[src/rtl/pwm_clk_pkg.sv]
package pwm_clk_pkg;
  localparam int unsigned NCH     = 2;
  localparam int unsigned SRC_W   = 2;
  localparam int unsigned EXP_W   = 4;
  localparam int unsigned MAX_EXP = 8;
  localparam int unsigned CNT_W   = MAX_EXP;

  function automatic logic [EXP_W-1:0] clamp_exp(input logic [EXP_W-1:0] e);
    return (e > EXP_W'(MAX_EXP)) ? EXP_W'(MAX_EXP) : e;
  endfunction
endpackage

[src/rtl/pwm_clk_cfg.sv]
module pwm_clk_cfg
  import pwm_clk_pkg::*;
(
  input  logic             clk_i,
  input  logic             rst_ni,
  input  logic             wr_i,
  input  logic [SRC_W-1:0] src_i,
  input  logic [EXP_W-1:0] exp_i,
  input  logic [NCH-1:0]   gate_i,
  input  logic [NCH-1:0]   bypass_i,
  output logic             use_bus_o,
  output logic [EXP_W-1:0] exp_o,
  output logic [NCH-1:0]   gate_o,
  output logic [NCH-1:0]   bypass_o,
  output logic             restart_o
);
  always_ff @(posedge clk_i or negedge rst_ni) begin
    if (!rst_ni) begin
      use_bus_o <= 1'b0;
      exp_o     <= '0;
      gate_o    <= '0;
      bypass_o  <= '0;
    end else if (wr_i) begin
      use_bus_o <= |src_i;
      exp_o     <= clamp_exp(exp_i);
      gate_o    <= gate_i;
      bypass_o  <= bypass_i;
    end
  end

  // any write carries the exponent field, so any write restarts the divider
  assign restart_o = wr_i;
endmodule

[src/rtl/pwm_tick_div.sv]
module pwm_tick_div
  import pwm_clk_pkg::*;
(
  input  logic             clk_i,
  input  logic             rst_ni,
  input  logic             osc_tick_i,
  input  logic             bus_tick_i,
  input  logic             use_bus_i,
  input  logic [EXP_W-1:0] exp_i,
  input  logic             restart_i,
  output logic             sel_tick_o,
  output logic             div_tick_o,
  output logic [CNT_W-1:0] cnt_o
);
  logic [CNT_W-1:0] cnt_q;
  logic [CNT_W:0]   mask_w;
  logic [CNT_W-1:0] mask;

  assign sel_tick_o = use_bus_i ? bus_tick_i : osc_tick_i;
  assign mask_w     = ({{CNT_W{1'b0}}, 1'b1} << exp_i) - 1'b1;
  assign mask       = mask_w[CNT_W-1:0];
  assign div_tick_o = sel_tick_o && ((cnt_q & mask) == mask);
  assign cnt_o      = cnt_q;

  always_ff @(posedge clk_i or negedge rst_ni) begin
    if (!rst_ni)         cnt_q <= '0;
    else if (restart_i)  cnt_q <= '0;
    else if (sel_tick_o) cnt_q <= cnt_q + 1'b1;
  end
endmodule

[src/rtl/pwm_chan_gate.sv]
module pwm_chan_gate (
  input  logic clk_i,
  input  logic rst_ni,
  input  logic gate_i,
  input  logic bypass_i,
  input  logic sel_tick_i,
  input  logic div_tick_i,
  output logic tick_o
);
  always_ff @(posedge clk_i or negedge rst_ni) begin
    if (!rst_ni) tick_o <= 1'b0;
    else         tick_o <= gate_i && (bypass_i ? sel_tick_i : div_tick_i);
  end
endmodule

[src/rtl/pwm_pair_clkdiv.sv]
module pwm_pair_clkdiv
  import pwm_clk_pkg::*;
(
  input  logic             clk_i,
  input  logic             rst_ni,
  input  logic             osc_tick_i,
  input  logic             bus_tick_i,
  input  logic             cfg_wr_i,
  input  logic [SRC_W-1:0] src_sel_i,
  input  logic [EXP_W-1:0] div_exp_i,
  input  logic [NCH-1:0]   gate_i,
  input  logic [NCH-1:0]   bypass_i,
  output logic [NCH-1:0]   chan_tick_o
);
  logic             use_bus;
  logic [EXP_W-1:0] exp_q;
  logic [NCH-1:0]   gate_q;
  logic [NCH-1:0]   bypass_q;
  logic             restart;
  logic             sel_tick;
  logic             div_tick;
  logic [CNT_W-1:0] div_cnt;

  pwm_clk_cfg u_cfg (
    .clk_i     (clk_i),
    .rst_ni    (rst_ni),
    .wr_i      (cfg_wr_i),
    .src_i     (src_sel_i),
    .exp_i     (div_exp_i),
    .gate_i    (gate_i),
    .bypass_i  (bypass_i),
    .use_bus_o (use_bus),
    .exp_o     (exp_q),
    .gate_o    (gate_q),
    .bypass_o  (bypass_q),
    .restart_o (restart)
  );

  pwm_tick_div u_div (
    .clk_i      (clk_i),
    .rst_ni     (rst_ni),
    .osc_tick_i (osc_tick_i),
    .bus_tick_i (bus_tick_i),
    .use_bus_i  (use_bus),
    .exp_i      (exp_q),
    .restart_i  (restart),
    .sel_tick_o (sel_tick),
    .div_tick_o (div_tick),
    .cnt_o      (div_cnt)
  );

  for (genvar c = 0; c < NCH; c++) begin : g_chan
    pwm_chan_gate u_gate (
      .clk_i      (clk_i),
      .rst_ni     (rst_ni),
      .gate_i     (gate_q[c]),
      .bypass_i   (bypass_q[c]),
      .sel_tick_i (sel_tick),
      .div_tick_i (div_tick),
      .tick_o     (chan_tick_o[c])
    );
  end
endmodule

[config.mk]
export PLATFORM = sky130hd
export DESIGN_NAME = pwm_pair_clkdiv
export DESIGN_NICKNAME = d
export VERILOG_FILES = /design/src/rtl/pwm_clk_pkg.sv /design/src/rtl/pwm_clk_cfg.sv /design/src/rtl/pwm_tick_div.sv /design/src/rtl/pwm_chan_gate.sv /design/src/rtl/pwm_pair_clkdiv.sv
export SDC_FILE = /design/constraint.sdc
export NUM_CORES = 1
export LEC_CHECK = 0
export BUFFER_PORTS_ARGS = -buffer_cell sky130_fd_sc_hd__buf_2
export CAP_MARGIN = 5
export CORE_MARGIN = 1
export CORE_UTILIZATION = 40
export DETAILED_ROUTE_END_ITERATION = 10
export GPL_ROUTABILITY_DRIVEN = 0
export HOLD_SLACK_MARGIN = 0.02
export PLACE_DENSITY_LB_ADDON = 0.15
export SLEW_MARGIN = 5
export SYNTH_ARGS = -nofsm -noshare
export SYNTH_HDL_FRONTEND = slang
export SYNTH_SLANG_ARGS = --single-unit
[constraint.sdc]
create_clock -name clk_i -period 2.2 [get_ports clk_i]
set_clock_uncertainty 0.1 [all_clocks]
set_input_delay 0 -clock clk_i [delete_from_list [all_inputs] [get_ports clk_i]]
set_output_delay 0 -clock clk_i [all_outputs]
set_load 0.02 [all_outputs]
==> run metrics <==
Setup TNS 0 ps; CP required 2310 ps; TritonCTS buffer count 3; period utilization 0.9617; CTS tree yes; leak pwr 0.5899 nW; reg2reg end g_chan[0].u_gate.tick_o$_DFF_PN0_; slowest cell delay on critical path 570 ps; CTS sink count 19; Pre-antenna DRT Iters 5; initial antenna violation count 0; Synth Area in Simple Gates 0.1972; WL final 2086 um; worst hold-check path type primary input to async pin; Gate Count Post-Synth 101; Crit. path cell count 6; EDFF count, synth 0; # DRC 0; register cell area after layout 475.5 um^2; R2R Setup Slk 80 ps; DR WL/cell 13.04 um; commonest cells after routing, fill and taps aside dfrtp_1, buf_2, nor2_1; RSZ-0062 raised after global routing false; area of the core 0.002276 mm^2; Tightest Pin Transition 418.9 ps; Final setup viols 0; fillcell total 194; Fin. Hold Viols 0; CP Launch Type register; antenna diode count 0; Skew-Pair Late Insertion Delay 290 ps; Vias 833; CTS root buf clkbuf_4; mux share of post-synthesis cell area 0.06574; row cnt 17; pre-CTS setup slack -15.92 ps; share of layout cells above drive strength 1 0.2727; top cell type by total area after synthesis dfrtp_1; status finished, final reports clean; Final nets 150; die area 0.002677 mm^2; area of the multi-input gates 476.7 um^2; CP endpoint g_chan[0].u_gate.tick_o$_DFF_PN0_; Pwr per Cell Area 571.7 mW/mm^2; Die X 51.74 um; Reg clk slew, reported paths 110 ps; ranking of synthesized cells by area dfrtp_1, nor2_1, xor2_1, mux2_2, nand2_1; minimum clock period 2116 ps; CP Max Fanout 4; Crit. End Element register; VDD IR max 0.0004125 V; post-synthesis cell type count 32; register area share after synthesis 0.4804; async set or reset register ratio after synthesis 1.000; DP HPWL 1363 um; setup bufs post-CTS 0; post-synthesis compound-gate area fraction 0.1087; CP Class register to register; I/O Pins 17; first-pass GRT wire length 3312 um; Starting Density 0.4349; CP max stage cell or4_4; f_max 0.4727 GHz; dpl cells 144; CP startpoint u_cfg.exp_o[3]$_DFFE_PN0P_; worst path cell trace or4_4, ha_2, nor2b_1, mux2i_1, nand4_1, a221oi_2; CTS max path bufs 2; utilization after layout 0.5602; post-synthesis cell area 989.7 um^2; commonest non-fill, non-tap cell in the layout dfrtp_1; largest net degree at the start of global routing 23; vias in the first global route 799; DR vias/cell 5.206; synth warn 0; # H-tree levels 1; DRT iter0 DRCs 18; reg-to-reg critical path startpoint u_cfg.exp_o[3]$_DFFE_PN0P_; Yosys top cell area share 0.4804; Arrival @ worst endpoint 2220 ps; Rel. slew slack 0.7208; Slew Limit Fails 0; synth-to-layout area growth 28.82%; Crit path buffers/inverters 0; Reg2Reg Depth 6; synthesis-stage register bit count 19; Syn Area/Cell 9.799 um^2; GRT Resource Usage Total 0.1719; GR Overflow Total 0; Routed Antenna Nets 0; ys flop type dfrtp_1; Die Span Y 51.74 um; final std cells w/o fill 160; I/O Buffers 16; main combinational cell family by area after synthesis simple AND/OR/NAND/NOR gates; cell family with most CP delay simple AND/OR/NAND/NOR gates; setup slack after layout 84.34 ps; Synth Net Count 118; post-synthesis xor/xnor area fraction 0.06195; adder-cell share of the synthesized area 0.02528; max cap viols 0
-- cells in the mapped netlist, drive strengths merged (2+ instances only) --
library cell	number
mux2	4
inv	6
o2bb2ai	2
nand4	3
nor2b	2
mux2i	2
or4	2
a221oi	2
o21ai	5
nand2	8
ha	2
a21oi	3
buf	3
nand3	3
nor2	15
dfrtp	19
clkbuf	3
xor2	6
-- power by group --
part	leakage (nW)	total (mW)	switching (mW)	internal (mW)
registers	0.246	0.390	0.0191	0.371
clock network	0.0177	0.175	0.108	0.0676
logic	0.326	0.163	0.0810	0.0825
total	0.590	0.729	0.208	0.521
-- how the worst min path moves through the flow --
stage | startpoint | to | slack [ps] | depth (start not counted)
final | rst_ni | u_div.cnt_o[1]$_DFFE_PN0P_ | 60 | 2
after global routing | rst_ni | u_div.cnt_o[3]$_DFFE_PN0P_ | 100 | 2
after CTS | rst_ni | u_div.cnt_o[1]$_DFFE_PN0P_ | 70 | 2
after detailed placement | rst_ni | u_div.cnt_o[3]$_DFFE_PN0P_ | -130 | 1
after global placement | rst_ni | u_div.cnt_o[2]$_DFFE_PN0P_ | -130 | 1
after floorplan | rst_ni | g_chan[0].u_gate.tick_o$_DFF_PN0_ | -400 | 0
-- through the flow --
| step | hold WS, ps | power (mW) | area [um^2] |
|---|---|---|---|
| floorplan | -395.6 | 0.4847 | 989.7 |
| global placement | -132.6 | 0.5297 | 1105 |
| detailed placement | -129.6 | 0.5322 | 1105 |
| CTS | 69.56 | 0.7281 | 1255 |
| global route | 97.50 | 0.7754 | 1275 |
| finish | 57.77 | 0.7289 | 1275 |
-- cell families after synthesis --
logic type / count (synthesis)
xor gates and xnor gates: 7
adders and majority gates: 2
AOI/OAI and AO/OA: 16
DFF: 19
muxes: 6
buffers and inverters: 12
and+or+nand+nor: 39
-- cell type report --
| type | instances | area share |
|---|---|---|
| Clock inverter | 1 | 0.003925 |
| Inverter | 6 | 0.01766 |
| Multi-Input combinational cell | 70 | 0.3739 |
| Sequential cell | 19 | 0.3729 |
| Timing Repair Buffer | 33 | 0.1865 |
| Tap cell | 28 | 0.02748 |
| Clock buffer | 3 | 0.01766 |
-- layer usage --
layer	up-vias	track usage	share of wire
met4	0	0.08108	0.012
met2	14	0.2944	0.51
met3	4	0.03509	0.028
li1	406	-	-
met1	409	0.2045	0.45
met5	-	0	0
-- sequential cells by signal (all words and copies together) (netlist names) --
name	cells
u_cfg.bypass_o	2
u_cfg.gate_o	2
u_cfg.use_bus_o	1
g_chan.u_gate.tick_o	2
u_cfg.exp_o	4
u_div.cnt_o	8
-- timing repair --
item / 4_1_cts / 5_1_grt
pin swaps: 0 / 3
resized for setup: 1 / 4
hold buffers: 12 / 0
setup endpoints to repair: 2 / 2
endpoints found under the hold margin: 35 / 0
cloned: 0 / 0
No activity file was read; power rests on OpenSTA's default activity.
